### src/rtl/cqdb_pkg.sv
package cqdb_pkg;

    // Doorbell word field geometry (fixed by the word format)
    localparam int QID_W     = 10;
    localparam int POP_W     = 13;
    localparam int QID_LSB   = 0;
    localparam int RSVL_LSB  = 10;
    localparam int RSVL_W    = 4;
    localparam int REARM_BIT = 14;
    localparam int TYPE_BIT  = 15;
    localparam int POP_LSB   = 16;
    localparam int RSVH_LSB  = 29;
    localparam int RSVH_W    = 3;

    typedef struct packed {
        logic [QID_W-1:0] qid;
        logic             rearm;
        logic             is_eq;
        logic [POP_W-1:0] pop;
    } db_fields_t;

    typedef enum logic {
        ST_SCAN = 1'b0,
        ST_FIRE = 1'b1
    } scan_state_e;

endpackage

### src/rtl/cqdb_decode.sv
module cqdb_decode
    import cqdb_pkg::*;
#(
    parameter int NUM_CQ = 16,
    parameter int NUM_EQ = 8
) (
    input  logic [31:0] word,
    output db_fields_t  fields,
    output logic        ok,
    output logic        bad
);

    logic rsv_nz;
    logic qid_oor;
    logic [QID_W:0] limit;

    always_comb begin
        fields.qid   = word[QID_LSB +: QID_W];
        fields.rearm = word[REARM_BIT];
        fields.is_eq = word[TYPE_BIT];
        fields.pop   = word[POP_LSB +: POP_W];
    end

    always_comb begin
        rsv_nz  = (|word[RSVL_LSB +: RSVL_W]) | (|word[RSVH_LSB +: RSVH_W]);
        limit   = fields.is_eq ? (QID_W+1)'(NUM_EQ) : (QID_W+1)'(NUM_CQ);
        qid_oor = ({1'b0, fields.qid} >= limit);
        bad     = rsv_nz | qid_oor;
        ok      = ~bad;
    end

endmodule

### src/rtl/cqdb_qtable.sv
module cqdb_qtable
    import cqdb_pkg::*;
#(
    parameter int NQ     = 16,
    parameter int CIDX_W = 8
) (
    input  logic              clk,
    input  logic              rst_n,
    input  logic              upd_en,
    input  logic [QID_W-1:0]  upd_qid,
    input  logic [POP_W-1:0]  upd_pop,
    input  logic              upd_rearm,
    input  logic              pi_en,
    input  logic [QID_W-1:0]  pi_qid,
    input  logic [CIDX_W-1:0] pi_val,
    input  logic              clr_en,
    input  logic [QID_W-1:0]  clr_qid,
    input  logic [QID_W-1:0]  rd_qid,
    output logic [CIDX_W-1:0] rd_cidx,
    output logic              rd_armed,
    input  logic [QID_W-1:0]  scan_qid,
    output logic              scan_ready
);

    logic [CIDX_W-1:0] cidx_q  [NQ];
    logic [CIDX_W-1:0] pidx_q  [NQ];
    logic              armed_q [NQ];

    for (genvar g = 0; g < NQ; g++) begin : g_entry
        logic hit_upd;
        logic hit_pi;
        logic hit_clr;

        assign hit_upd = upd_en && (upd_qid == QID_W'(g));
        assign hit_pi  = pi_en  && (pi_qid  == QID_W'(g));
        assign hit_clr = clr_en && (clr_qid == QID_W'(g));

        always_ff @(posedge clk) begin
            if (!rst_n) begin
                cidx_q[g]  <= '0;
                pidx_q[g]  <= '0;
                armed_q[g] <= 1'b0;
            end else begin
                if (hit_upd) begin
                    cidx_q[g] <= cidx_q[g] + CIDX_W'(upd_pop);
                end
                if (hit_pi) begin
                    pidx_q[g] <= pi_val;
                end
                // a rearm at the same edge as a clear wins
                if (hit_upd && upd_rearm) begin
                    armed_q[g] <= 1'b1;
                end else if (hit_clr) begin
                    armed_q[g] <= 1'b0;
                end
            end
        end
    end

    always_comb begin
        rd_cidx    = '0;
        rd_armed   = 1'b0;
        scan_ready = 1'b0;
        for (int i = 0; i < NQ; i++) begin
            if (rd_qid == QID_W'(i)) begin
                rd_cidx  = cidx_q[i];
                rd_armed = armed_q[i];
            end
            if (scan_qid == QID_W'(i)) begin
                scan_ready = armed_q[i] && (pidx_q[i] != cidx_q[i]);
            end
        end
    end

endmodule

### src/rtl/cqdb_notify.sv
module cqdb_notify
    import cqdb_pkg::*;
#(
    parameter int NUM_CQ = 16,
    parameter int NUM_EQ = 8
) (
    input  logic             clk,
    input  logic             rst_n,
    input  logic             cq_ready,
    input  logic             eq_ready,
    output logic [QID_W-1:0] scan_qid,
    output logic             scan_is_eq,
    output logic             notify_valid,
    output logic             notify_is_eq,
    output logic [QID_W-1:0] notify_qid
);

    localparam int TOTAL = NUM_CQ + NUM_EQ;
    localparam int PTR_W = (TOTAL > 1) ? $clog2(TOTAL) : 1;

    scan_state_e      state_q, state_d;
    logic [PTR_W-1:0] ptr_q, ptr_d;
    logic [PTR_W-1:0] ptr_inc;
    logic             ready;

    always_comb begin
        ptr_inc = (ptr_q == PTR_W'(TOTAL - 1)) ? '0 : ptr_q + 1'b1;
        if (ptr_q < PTR_W'(NUM_CQ)) begin
            scan_is_eq = 1'b0;
            scan_qid   = QID_W'(ptr_q);
        end else begin
            scan_is_eq = 1'b1;
            scan_qid   = QID_W'(ptr_q - PTR_W'(NUM_CQ));
        end
        ready = scan_is_eq ? eq_ready : cq_ready;
    end

    // state register
    always_ff @(posedge clk) begin
        if (!rst_n) begin
            state_q <= ST_SCAN;
            ptr_q   <= '0;
        end else begin
            state_q <= state_d;
            ptr_q   <= ptr_d;
        end
    end

    // next state
    always_comb begin
        state_d = state_q;
        ptr_d   = ptr_q;
        unique case (state_q)
            ST_SCAN: begin
                if (ready) begin
                    state_d = ST_FIRE;
                end else begin
                    ptr_d = ptr_inc;
                end
            end
            ST_FIRE: begin
                state_d = ST_SCAN;
                ptr_d   = ptr_inc;
            end
            default: begin
                state_d = ST_SCAN;
                ptr_d   = '0;
            end
        endcase
    end

    // outputs
    always_comb begin
        notify_valid = 1'b0;
        unique case (state_q)
            ST_SCAN: notify_valid = 1'b0;
            ST_FIRE: notify_valid = ready;
            default: notify_valid = 1'b0;
        endcase
        notify_is_eq = scan_is_eq;
        notify_qid   = scan_qid;
    end

endmodule

### src/rtl/cqdb_proc.sv
module cqdb_proc
    import cqdb_pkg::*;
#(
    parameter  int NUM_CQ = 16,
    parameter  int NUM_EQ = 8,
    parameter  int QDEPTH = 256,
    localparam int CIDX_W = $clog2(QDEPTH)
) (
    input  logic              clk,
    input  logic              rst_n,
    input  logic              db_valid,
    input  logic [31:0]       db_word,
    input  logic              pi_valid,
    input  logic              pi_is_eq,
    input  logic [QID_W-1:0]  pi_qid,
    input  logic [CIDX_W-1:0] pi_index,
    input  logic              rd_is_eq,
    input  logic [QID_W-1:0]  rd_qid,
    output logic [CIDX_W-1:0] rd_cidx,
    output logic              rd_armed,
    output logic              notify_valid,
    output logic              notify_is_eq,
    output logic [QID_W-1:0]  notify_qid,
    output logic              err_valid,
    output logic [QID_W-1:0]  err_qid
);

    db_fields_t        dec;
    logic              dec_ok;
    logic              dec_bad;
    logic              cq_upd, eq_upd;
    logic              cq_pi, eq_pi;
    logic              cq_clr, eq_clr;
    logic [CIDX_W-1:0] cq_rd_cidx, eq_rd_cidx;
    logic              cq_rd_armed, eq_rd_armed;
    logic              cq_ready, eq_ready;
    logic [QID_W-1:0]  scan_qid;
    logic              scan_is_eq;

    cqdb_decode #(.NUM_CQ(NUM_CQ), .NUM_EQ(NUM_EQ)) u_decode (
        .word   (db_word),
        .fields (dec),
        .ok     (dec_ok),
        .bad    (dec_bad)
    );

    assign cq_upd = db_valid && dec_ok && !dec.is_eq;
    assign eq_upd = db_valid && dec_ok &&  dec.is_eq;
    assign cq_pi  = pi_valid && !pi_is_eq;
    assign eq_pi  = pi_valid &&  pi_is_eq;
    assign cq_clr = notify_valid && !notify_is_eq;
    assign eq_clr = notify_valid &&  notify_is_eq;

    cqdb_qtable #(.NQ(NUM_CQ), .CIDX_W(CIDX_W)) u_cq_tab (
        .clk        (clk),
        .rst_n      (rst_n),
        .upd_en     (cq_upd),
        .upd_qid    (dec.qid),
        .upd_pop    (dec.pop),
        .upd_rearm  (dec.rearm),
        .pi_en      (cq_pi),
        .pi_qid     (pi_qid),
        .pi_val     (pi_index),
        .clr_en     (cq_clr),
        .clr_qid    (notify_qid),
        .rd_qid     (rd_qid),
        .rd_cidx    (cq_rd_cidx),
        .rd_armed   (cq_rd_armed),
        .scan_qid   (scan_qid),
        .scan_ready (cq_ready)
    );

    cqdb_qtable #(.NQ(NUM_EQ), .CIDX_W(CIDX_W)) u_eq_tab (
        .clk        (clk),
        .rst_n      (rst_n),
        .upd_en     (eq_upd),
        .upd_qid    (dec.qid),
        .upd_pop    (dec.pop),
        .upd_rearm  (dec.rearm),
        .pi_en      (eq_pi),
        .pi_qid     (pi_qid),
        .pi_val     (pi_index),
        .clr_en     (eq_clr),
        .clr_qid    (notify_qid),
        .rd_qid     (rd_qid),
        .rd_cidx    (eq_rd_cidx),
        .rd_armed   (eq_rd_armed),
        .scan_qid   (scan_qid),
        .scan_ready (eq_ready)
    );

    cqdb_notify #(.NUM_CQ(NUM_CQ), .NUM_EQ(NUM_EQ)) u_notify (
        .clk          (clk),
        .rst_n        (rst_n),
        .cq_ready     (cq_ready),
        .eq_ready     (eq_ready),
        .scan_qid     (scan_qid),
        .scan_is_eq   (scan_is_eq),
        .notify_valid (notify_valid),
        .notify_is_eq (notify_is_eq),
        .notify_qid   (notify_qid)
    );

    assign rd_cidx  = rd_is_eq ? eq_rd_cidx  : cq_rd_cidx;
    assign rd_armed = rd_is_eq ? eq_rd_armed : cq_rd_armed;

    always_ff @(posedge clk) begin
        if (!rst_n) begin
            err_valid <= 1'b0;
            err_qid   <= '0;
        end else begin
            err_valid <= db_valid && dec_bad;
            err_qid   <= dec.qid;
        end
    end

endmodule

### config.mk
export PLATFORM = sky130hd
export DESIGN_NAME = cqdb_proc
export DESIGN_NICKNAME = d
export VERILOG_FILES = /design/src/rtl/cqdb_pkg.sv /design/src/rtl/cqdb_decode.sv /design/src/rtl/cqdb_qtable.sv /design/src/rtl/cqdb_notify.sv /design/src/rtl/cqdb_proc.sv
export SDC_FILE = /design/constraint.sdc
export NUM_CORES = 1
export LEC_CHECK = 0
export ABC_AREA = 1
export BUFFER_PORTS_ARGS = -buffer_cell sky130_fd_sc_hd__buf_2
export CORE_AREA = 2 2 259 312
export CTS_BUF_LIST = sky130_fd_sc_hd__clkbuf_8
export DETAILED_ROUTE_END_ITERATION = 10
export DIE_AREA = 0 0 261 314
export HOLD_SLACK_MARGIN = 0.03
export PLACE_DENSITY = 0.57
export SLEW_MARGIN = 25
export SYNTH_ARGS = -nofsm -noshare
export SYNTH_HDL_FRONTEND = slang
export SYNTH_HIERARCHICAL = 1
export SYNTH_SLANG_ARGS = --single-unit
export TNS_END_PERCENT = 1
### constraint.sdc
create_clock -name clk -period 7.26 [get_ports clk]
set_input_delay 1.452 -clock clk [delete_from_list [all_inputs] [get_ports clk]]
set_output_delay 1.452 -clock clk [all_outputs]
set_load 0.02 [all_outputs]
# Yosys cells after proc, flatten, opt, wreduce, memory -nomap -nowiden
# Memory sizes are Yosys's and may differ from the RTL's.
# Index checks and enable logic that the tools add are counted.
# totals
input_bits,66
regBits,17
ram_bits,408
output_inout_bits,32
n_memories,6
# memory_table
memory,depth,word_bits,rd,rd_clocked_by_memory_dff,write_ports,line_no,rtl
u_cq_tab.cidx_q,16,8,16,0,16,cqdb_qtable.sv:25,logic [CIDX_W-1:0] cidx_q [NQ];
u_cq_tab.pidx_q,16,8,16,0,16,cqdb_qtable.sv:26,logic [CIDX_W-1:0] pidx_q [NQ];
u_eq_tab.cidx_q,8,8,8,0,8,cqdb_qtable.sv:25,
u_eq_tab.pidx_q,8,8,8,0,8,cqdb_qtable.sv:26,
u_cq_tab.armed_q,16,1,16,0,16,cqdb_qtable.sv:27,logic armed_q [NQ];
u_eq_tab.armed_q,8,1,8,0,8,cqdb_qtable.sv:27,
# op_classes
n_reduce_logical,136
muxes,493
addsub,26
n_eq_ne,86
magnitude_cmp,2
bitwise,100
# op_table
cell,n
8-bit 2-to-1 mux,73
1-bit 2-to-1 mux,413
"10-bit by 4-bit equality test with 1-bit output, second input constant",32
8-bit adder,24
8-bit inequality test,24
"10-bit by 3-bit equality test with 1-bit output, second input constant",16
1-bit logical AND,128
1-bit bitwise OR,98
"10-bit by 2-bit equality test with 1-bit output, second input constant",8
"10-bit by 1-bit equality test with 1-bit output, second input constant",4
10-bit zero test,4
5-bit 2-to-1 mux,3
10-bit by 11-bit greater-or-equal comparator with 1-bit output,1
10-bit 2-to-1 mux,1
5-bit one-hot mux with 2 select lines,1
"5-bit by 5-bit subtractor with 6-bit output, second input constant",1
"5-bit by 1-bit adder with 5-bit output, second input constant",1
"5-bit equality test, second input constant",1
"5-bit < comparator, second input constant",1
1-bit one-hot mux with 2 select lines,2
4-bit OR reduction,1
3-bit OR reduction,1
1-bit zero test,2
"2-bit inequality test, second input constant",1
1-bit NOT,2

# Longest topological paths before layout
# depth
ltp_word,28
ltp_mapped,28
ltp_nobuf,27

# Cells and area by module
# Netlist, hierarchy kept.
# by_module_without_submodules
module,seq_area_each_um2,area_each_um2,n_inst,cells_per_inst
cqdb_qtable (u_cq_tab),8157.8,17629.4,1,1941
cqdb_qtable (u_eq_tab),4073.9,9200.1,1,1066
cqdb_proc,220.2,506.7,1,76
cqdb_notify,120.1,480.5,1,70
cqdb_decode,0.0,317.8,1,51

# Least setup slack after synthesis
# No wires, ideal clock.
# synth_path
kind,in2out
from,input port rd_qid[5]
to,output port rd_cidx[3]
arrival_time_ns,3.201
n_path_buf,1
path_stages,28
path_slack_ns,2.607
cell_sequence,nor2_2 > nand2_2 > buf_6 > nor2_4 > nand2_2 > nor2_2 > nand2_1 > nand2_1 > o21bai_1 > nand2_1 > nand2_1 > nand2_1 > nand2_1 > nand2_1 > nand2_1 > nand2_1 > nand2_1 > nand2_1 > nand2_1 > nand2_1 > nand2_1 > nand2_1 > nand2_1 > nand2_1 > nand2_1 > a21oi_2 > nand2_1 > nand2_1
# synth_between
elab_chain_cells,18
elab_cells_between_ends,41
cone_classes,eq/ne (15); mux (25); reduce/logical (1)
# synth_rtl
item,line_no,rtl
from (decl),cqdb_proc.sv:18,"input logic [QID_W-1:0] rd_qid,"
10-bit zero test,cqdb_qtable.sv:65,if (rd_qid == QID_W'(i)) begin
8-bit 2-to-1 mux (15 in series),cqdb_qtable.sv:65,
8-bit 2-to-1 mux (*),cqdb_qtable.sv:65,
net cq_rd_cidx[3],cqdb_proc.sv:34,"logic [CIDX_W-1:0] cq_rd_cidx, eq_rd_cidx;"
8-bit 2-to-1 mux (*),cqdb_proc.sv:104,assign rd_cidx = rd_is_eq ? eq_rd_cidx : cq_rd_cidx;
to (decl),cqdb_proc.sv:19,"output logic [CIDX_W-1:0] rd_cidx,"
# The timed path passes the listed nets; every way through them passes the cells marked *.

# Worst setup path in the final report
# layout_path
from,input port rd_qid[5]
to,output port rd_cidx[1]
# The elaborated chain is that of the path after synthesis.

==> metrics.txt <==
vias in the first global route=21540; CTS Hold Bufs=0; Initial DRT Pass Iterations=6; H-Tree Depth=3; CTS tree=built; Final HPWL DP=roughly 64000 um; highest clock rate=172.1 MHz; Slew @ Worst Pin=1.149 ns; clock group share of total power=between 30% and 40%; Post-Route WL=89260 um; Sw Pwr=1.678 mW; Final period util=80.06%; Resized Gates After CTS=0; die height=314 um; max_cap viols=0; initial core utilization=35.60%; antenna violations before repair=6; most common cell after layout, fill and taps aside=nand2_1; Placed Instance Area=between 0.02 and 0.03 mm2; worst vdd ir=0.1401 mV; CP arrival=~4.4 ns; clock sinks=425; Critical Path Sink Type=primary output; Syn. warnings=6; setup bufs post-CTS=0; Slew Limit Fails=0; largest net degree at the start of global routing=67; switch share=28.66%; GRT Residual Overflow=0; Comb power frac=between 10% and 20%; DIE WIDTH=261 um; Fin. Hold Viols=0; DRC viols=0; cell area after synthesis=between 0.02 and 0.03 mm2; final setup fails=0; most frequent cells in the layout=549 x nand2_1, 539 x nor2_1, 406 x edfxtp_1; Site Rows=113; Req. time, crit path=5.81 ns; All-Layer GR Usage=a little over a fifth; Worst Hold Class=flip-flop to flip-flop; Internal Dissipation=4.177 mW; DRT iter0 DRCs=about 1800; status=finished, final reports clean; Final Instance Area=0.03108 mm2; I/O Buffers=86; Setup Skew=0.03296 ns; minimum clock period=5.812 ns; I/O pins=98; Crit Path Class=input pin to primary output; Worst Path Max Fanout=12; Reg clk slew, reported paths=0.06 ns; first-pass GRT wire length=132700 um; max_slew headroom=23.35%; detailed-route via count=22570; fillers=8049; Clk Latency, worst-skew pair=0.69 ns; Clock Tree Root=clkbuf_8; Post-Synthesis Cells=approximately 3200; share of cells above drive strength 1=10.62%; post-route antenna net violation count=0; Leakage=12.94 nW; RSZ-0062 raised after global routing=no; drt via density=5.098; Syn-to-layout area delta=10.65%; die footprint=0.08195 mm2; setup TNS=0 ns; Final Wtd Congestion=0.9264; Avg Synthesized Cell Area=8.783 um2; sequential share of power=49.5%; Nets=roughly 3600; PwrDens=188.4 mW/mm2; Num CTS Buffers=77; Clock Tree Buf Depth=3; crit path launch type=input pin; Core ar.=0.07889 mm2; drt wl/cell=20.16 um
worst max-delay path: stages:
cell and delay, ns:
buf_2 0.09, nor2_2 0.07, nand2_2 0.28, inv_2 0.10, nand4_1 0.20, o21ai_0 0.12, a21oi_1 0.12, o21ai_0 0.13
a21oi_1 0.31, o2111ai_1 0.21, a211oi_1 0.26, o211ai_1 0.17, nor2_1 0.23, o2111ai_1 0.23, nand2_1 0.12, nand2_1 0.08
buf_2 0.17
flip-flops by register name, indices dropped and copies added, names as in the netlist:
signal            cells
u_cq_tab/armed_q     16
err_qid              10
u_notify/state_q      1
u_eq_tab/armed_q      8
err_valid             1
u_eq_tab/cidx_q      64
u_cq_tab/cidx_q     128
u_cq_tab/pidx_q     128
u_eq_tab/pidx_q      64
u_notify/ptr_q        5
power groups by stage:
stage	logic [mW]	registers, mW	clock network, mW
after floorplan	0.563	2.91	0
after global placement	0.769	2.94	0
after detailed placement	0.778	2.95	0
after CTS	0.784	2.90	2.22
final	0.788	2.90	2.17
after global routing	0.886	2.91	2.32
cell type report:
class	instances	area, um2	share of cell area (%)
Inverter	406	1531	4.927
Multi-Input combinational cell	2310	13620	43.83
Sequential cell	425	12570	40.45
Clock inverter	54	284.0	0.9138
Clock buffer	82	1129	3.631
Tap cell	1035	1295	4.166
Antenna cell	2	5.005	0.01610
Timing Repair Buffer	114	643.1	2.069
per-layer routing:
metal | GRT usage, % | wire length (um) | vias to the layer above
li1 | - | - | 11010
met5 | 0 | 33 | -
met4 | 8.884 | 3425 | 6
met2 | 36.74 | 42870 | 729
met1 | 27.47 | 37480 | 10650
met3 | 3.704 | 5452 | 176
final timing paths:
check	start	endpoint	slack [ns]	cells past startpoint
min reg2reg	u_cq_tab/armed_q[1][0]	u_cq_tab/armed_q[1][0]	0.53	1
min	u_cq_tab/armed_q[1][0]	u_cq_tab/armed_q[1][0]	0.53	1
max reg2reg	u_notify/ptr_q[1]	u_cq_tab/armed_q[0][4]	2.64	24
max	rd_qid[5]	rd_cidx[1]	1.45	17
per-stage QoR:
step,hold WS (ns),utilization [%],std cells,setup WS [ns],power (mW)
finish,0.5330,39.40,4428,1.448,5.854
global route,0.5749,39.40,4428,1.267,6.110
CTS,0.5325,39.39,4426,1.527,5.904
detailed placement,0.5193,37.60,4290,1.536,3.724
global placement,0.5140,37.60,4290,1.552,3.712
floorplan,0.4856,-,3209,2.607,3.473
No activity file was read; power rests on OpenSTA's default activity.
